**config.mk**
```make
export PLATFORM = sky130hd
export DESIGN_NAME = prefetch_issue
export DESIGN_NICKNAME = d
export VERILOG_FILES = /design/src/rtl/prefetch_issue.sv
export SDC_FILE = /design/constraint.sdc
export NUM_CORES = 1
export LEC_CHECK = 0
export BUFFER_PORTS_ARGS = -buffer_cell sky130_fd_sc_hd__buf_4
export CELL_PAD_IN_SITES_DETAIL_PLACEMENT = 1
export CELL_PAD_IN_SITES_GLOBAL_PLACEMENT = 1
export CORE_UTILIZATION = 34
export CTS_BUF_LIST = sky130_fd_sc_hd__clkbuf_16
export DETAILED_ROUTE_END_ITERATION = 8
export GPL_ROUTABILITY_DRIVEN = 0
export PLACE_DENSITY = 0.79
export SLEW_MARGIN = 40
export SYNTH_ARGS = -nofsm -noshare
export SYNTH_HDL_FRONTEND = slang
export SYNTH_SLANG_ARGS = --single-unit
```
**constraint.sdc**
```tcl
create_clock -name clk -period 4.7 [get_ports clk]
set_input_delay 0.705 -clock clk [delete_from_list [all_inputs] [get_ports clk]]
set_output_delay 0.705 -clock clk [all_outputs]
set_load 0.05 [all_outputs]
```
**src/rtl/prefetch_issue.sv**
```systemverilog
module prefetch_issue #(
  parameter int AW = 32
) (
  input  logic          clk,
  input  logic          rst_n,
  input  logic          in_valid,
  output logic          in_ready,
  output logic          in_claim,
  input  logic [31:0]   in_insn,
  input  logic [AW-1:0] in_base,
  input  logic          eva_enable,
  input  logic          cp0_enable,
  output logic [AW-1:0] xlat_addr,
  output logic          xlat_user,
  input  logic          xlat_fault,
  input  logic          xlat_uncached,
  input  logic          xlat_locked,
  output logic          res_valid,
  output logic [1:0]    res_kind,
  output logic [1:0]    res_exc,
  output logic          req_valid,
  input  logic          req_ready,
  output logic [AW-1:0] req_addr,
  output logic [1:0]    req_level,
  output logic          req_store,
  output logic [1:0]    req_class,
  output logic          req_user
);
  localparam logic [1:0] K_ISSUE = 2'd1, K_DROP = 2'd2, K_EXC = 2'd3;
  localparam logic [1:0] E_RI = 2'd1, E_CPU = 2'd2;

  logic [4:0] hint;
  logic is_s, is_u, is_eva, accept, ri, cpu, nop, drop;
  logic [AW-1:0] disp;
  logic [1:0] cls;
  logic unused_rs;

  assign hint      = in_insn[25:21];
  assign unused_rs = ^in_insn[20:16];
  assign is_s = (in_insn[31:26] == 6'b101001) && (in_insn[14:10] == 5'b00110) && !in_insn[8];
  assign is_u = (in_insn[31:26] == 6'b100001) && (in_insn[15:12] == 4'b0011);
  assign in_claim = (is_s || is_u) && (hint != 5'd31);
  assign is_eva   = is_s && in_insn[9];

  assign disp = is_s ? {{(AW-8){in_insn[15]}}, in_insn[7:0]}
                     : {{(AW-12){1'b0}}, in_insn[11:0]};
  assign xlat_addr = in_base + disp;
  assign xlat_user = in_claim && is_eva;

  assign in_ready = !req_valid;
  assign accept   = in_valid && in_ready && in_claim;

  assign ri   = is_eva && !eva_enable;
  assign cpu  = is_eva && eva_enable && !cp0_enable;
  assign nop  = (hint[4:3] == 2'b11) || (hint[2:0] == 3'd3);
  assign drop = nop || xlat_fault || xlat_uncached || xlat_locked;

  always_comb begin
    unique case (hint[2:0])
      3'd2:       cls = 2'd3;
      3'd4, 3'd5: cls = 2'd1;
      3'd6, 3'd7: cls = 2'd2;
      default:    cls = 2'd0;
    endcase
  end

  always_ff @(posedge clk) begin
    if (!rst_n) begin
      res_valid <= 1'b0;
      res_kind  <= 2'd0;
      res_exc   <= 2'd0;
      req_valid <= 1'b0;
      req_addr  <= '0;
      req_level <= 2'd0;
      req_store <= 1'b0;
      req_class <= 2'd0;
      req_user  <= 1'b0;
    end else begin
      res_valid <= accept;
      if (req_valid && req_ready) req_valid <= 1'b0;
      if (accept) begin
        res_exc <= 2'd0;
        if (ri) begin
          res_kind <= K_EXC;
          res_exc  <= E_RI;
        end else if (cpu) begin
          res_kind <= K_EXC;
          res_exc  <= E_CPU;
        end else if (drop) begin
          res_kind <= K_DROP;
        end else begin
          res_kind  <= K_ISSUE;
          req_valid <= 1'b1;
          req_addr  <= xlat_addr;
          req_level <= hint[4:3];
          req_store <= hint[0];
          req_class <= cls;
          req_user  <= is_eva;
        end
      end
    end
  end
endmodule

```
==> results by group <==
Clock network
  • Gates resized, CTS repair: 0
  • Clk pin slew, worst setup/hold paths: approximately 0.070 ns
  • Htree depth: 2
  • Clk sinks: 44
  • Num CTS Buffers: 5
  • Worst-Skew Late Latency: 0.29 ns
  • CTS tree: yes
  • Post-CTS setup buffers: 0
  • Clock buffer depth: 2
  • Cts hold-fix bufs: 0
  • Clock root cell: clkbuf_16

STA
  • Clock Skew: 0.00429 ns
  • Endpoints failing hold: 0
  • Measured slew at the worst slew-check pin: slightly below 0.7 ns
  • Worst slew margin: 54.4%
  • RSZ-0062 raised after global routing: no
  • Endpoints failing setup: 0
  • Final setup TNS: 0 ns
  • Fin crit share: between 90% and 100%
  • Fmax achieved: ~220 MHz
  • Final min period: 4.49 ns
  • Pins Over Slew Limit: 0

Logic synthesis
  • Mapped Avg Cell Area: 7.40 µm²
  • Seq cells post-synth: 44
  • Sequential area share after synthesis: about a quarter
  • Area share of the largest cell type after synthesis: 24.7%
  • Share of flip-flops with an asynchronous set or reset: 0%
  • Synth area leader: dfxtp_1
  • Mapped Cells: 483
  • Most numerous cell in the Yosys netlist: nand2_1
  • Post-synth top cells: nand2_1, dfxtp_1, a21oi_1
  • Main synth FF type: dfxtp_1
  • Dominant cells by area after synthesis: dfxtp_1, nand2_1, a21oi_1
  • Count of different cell masters after synthesis: 62
  • Yosys warnings: 0
  • Post-Syn Nets: 569
  • Post-synth EDFFs: 0
  • Mapped cell area: roughly 0.0036 mm²

Floorplan
  • Initial Util: 34.8%
  • Die H: 105 µm
  • Die area: 0.0109 mm²
  • Total core area: 0.0103 mm²
  • Die width: 105 µm
  • Ports: 152
  • # rows: 37

Setup path
  • Startpoint type of the worst setup path: input port
  • Worst Path Arrival: between 3 and 4 ns
  • CP endpoint kind: primary output
  • Critical path fanouts, max: 7
  • Crit path kind: in2out
  • Critical path required time: about 4.0 ns

Global route
  • Initial antenna violation count: 0
  • Global route overflow: 0
  • Vias in the first global route: 4347
  • First-pass GRT wire length: 21500 µm
  • GRT Total Usage: 24.1%
  • Largest net degree at the start of global routing: 46

Run status
  • Outcome: finished, final reports clean

Placed design
  • DP HPWL: 10400 µm
  • Port bufs: 146
  • Inst Count DP: 741

Power and ir drop
  • Seq pwr share: 31.9%
  • Worst VDD drop: 0.000166 V
  • NetSw: 412 µW
  • Leakage Power: 2.04 nW
  • Logic pwr share: about 33%
  • Switch share: between 30% and 40%
  • PD cells: 238 mW/mm²
  • Int Pwr: 756 µW
  • Clk pwr share: 35.2%

Worst hold path
  • Hold Crit Class: reg2reg

Detailed routing
  • Post-route DRC: 0
  • Via density: 5.73
  • DR pass1 iterations: 4
  • Initial DRC Count: 174
  • Wirelength, routed: between 10000 and 15000 µm
  • Vias: 4293
  • Post-DR wirelength/cell: 17.8 µm
  • ANT nets after route: 0

Layout
  • ANT cells: 0
  • Final std cells w/o fill: about 750
  • Synth-to-Final Area Change: 37.7%
  • Post-layout net count: 698
  • Layout cells sized above 1: 28.4%

Run
  • Max Cap Viol: 0
cell type report:
type | instances | area, µm²
timing repair buffer | 156 | 1170
fill | 1338 | 5360
multi-input combinational | 393 | 2480
inverter | 12 | 45.0
clock buffer | 5 | 125
tap | 136 | 170
sequential | 44 | 881
clock inverter | 3 | 42.5
flip-flops by register name (all words and copies together), names as in the netlist:
signal / count
req_addr: 32
req_class: 2
req_level: 2
req_store: 1
req_user: 1
req_valid: 1
res_exc: 2
res_kind: 2
res_valid: 1
cell families (layout without fill, tap and decap cells):
kind of cell / Yosys count / after routing / synth area share [%]
flops: 44 / 44 / 24.7
compound gates: 112 / 112 / 21.2
simple gates: 234 / 234 / 34.8
buf+inv: 46 / 176 / 6.02
fa+ha+maj: 13 / 13 / 4.76
mux: 6 / 6 / 1.68
xor+xnor: 28 / 28 / 6.87
critical path: stages:
cell,delay [ns]
buf_4,0.12
and4bb_2,0.32
nand4_1,0.19
nand2b_1,0.16
ha_1,0.31
and4_1,0.25
and2_1,0.17
and3_1,0.21
nor3_1,0.59
a32oi_1,0.32
xnor2_1,0.22
buf_4,0.22
final timing paths:
| check | from | to | slack, ns | cells past startpoint |
|---|---|---|---|---|
| max | in_insn[10] | xlat_addr[29] | 0.21 | 12 |
| max reg2reg | req_valid | req_addr[22] | 2.19 | 7 |
| min reg2reg | req_addr[15] | req_addr[15] | 0.45 | 2 |
| min | req_addr[15] | req_addr[15] | 0.45 | 2 |
per-layer routing:
layer / vias to the layer above / GRT usage, % / part of all wire, %
li1: 2045 / - / -
met1: 2074 / 28.5 / 41
met2: 160 / 43.9 / 50
met3: 14 / 6.14 / 8.0
met4: 0 / 3.98 / 1.2
met5: - / 0 / 0
per-stage QoR:
step | instance area, µm² | setup WS, ns | hold WS [ns] | power, mW | util [%]
after floorplan | 3580 | 0.0130 | 0.671 | 0.626 | -
after global placement | 4750 | 0.311 | 0.441 | 0.758 | 46.2
after detailed placement | 4750 | 0.234 | 0.446 | 0.764 | 46.2
after CTS | 4920 | 0.219 | 0.457 | 1.17 | 47.9
after global routing | 4920 | 0.0121 | 0.475 | 1.21 | 47.9
final | 4920 | 0.214 | 0.452 | 1.17 | 47.9
cell usage in the layout (no fill, tap or decap), types with 11 or more instances in the layout:
cell and count:
inv_1 11, dfxtp_1 44, o21ai_0 15, nor3_1 11
buf_4 156, nand4_1 16, nand3_1 41, nand2_1 63
or4_1 11, nor2_1 33, xnor2_1 21, ha_1 12
a21oi_1 43
power groups by stage:
stage          sequential (mW)  clock (mW)  combinational [mW]
4_1_cts                  0.373       0.417               0.385
3_3_place_gp             0.381           0               0.377
6_report                 0.373       0.411               0.385
5_1_grt                  0.372       0.431               0.409
2_1_floorplan            0.381           0               0.244
3_5_place_dp             0.381           0               0.383
No activity file was read; power rests on OpenSTA's default activity.
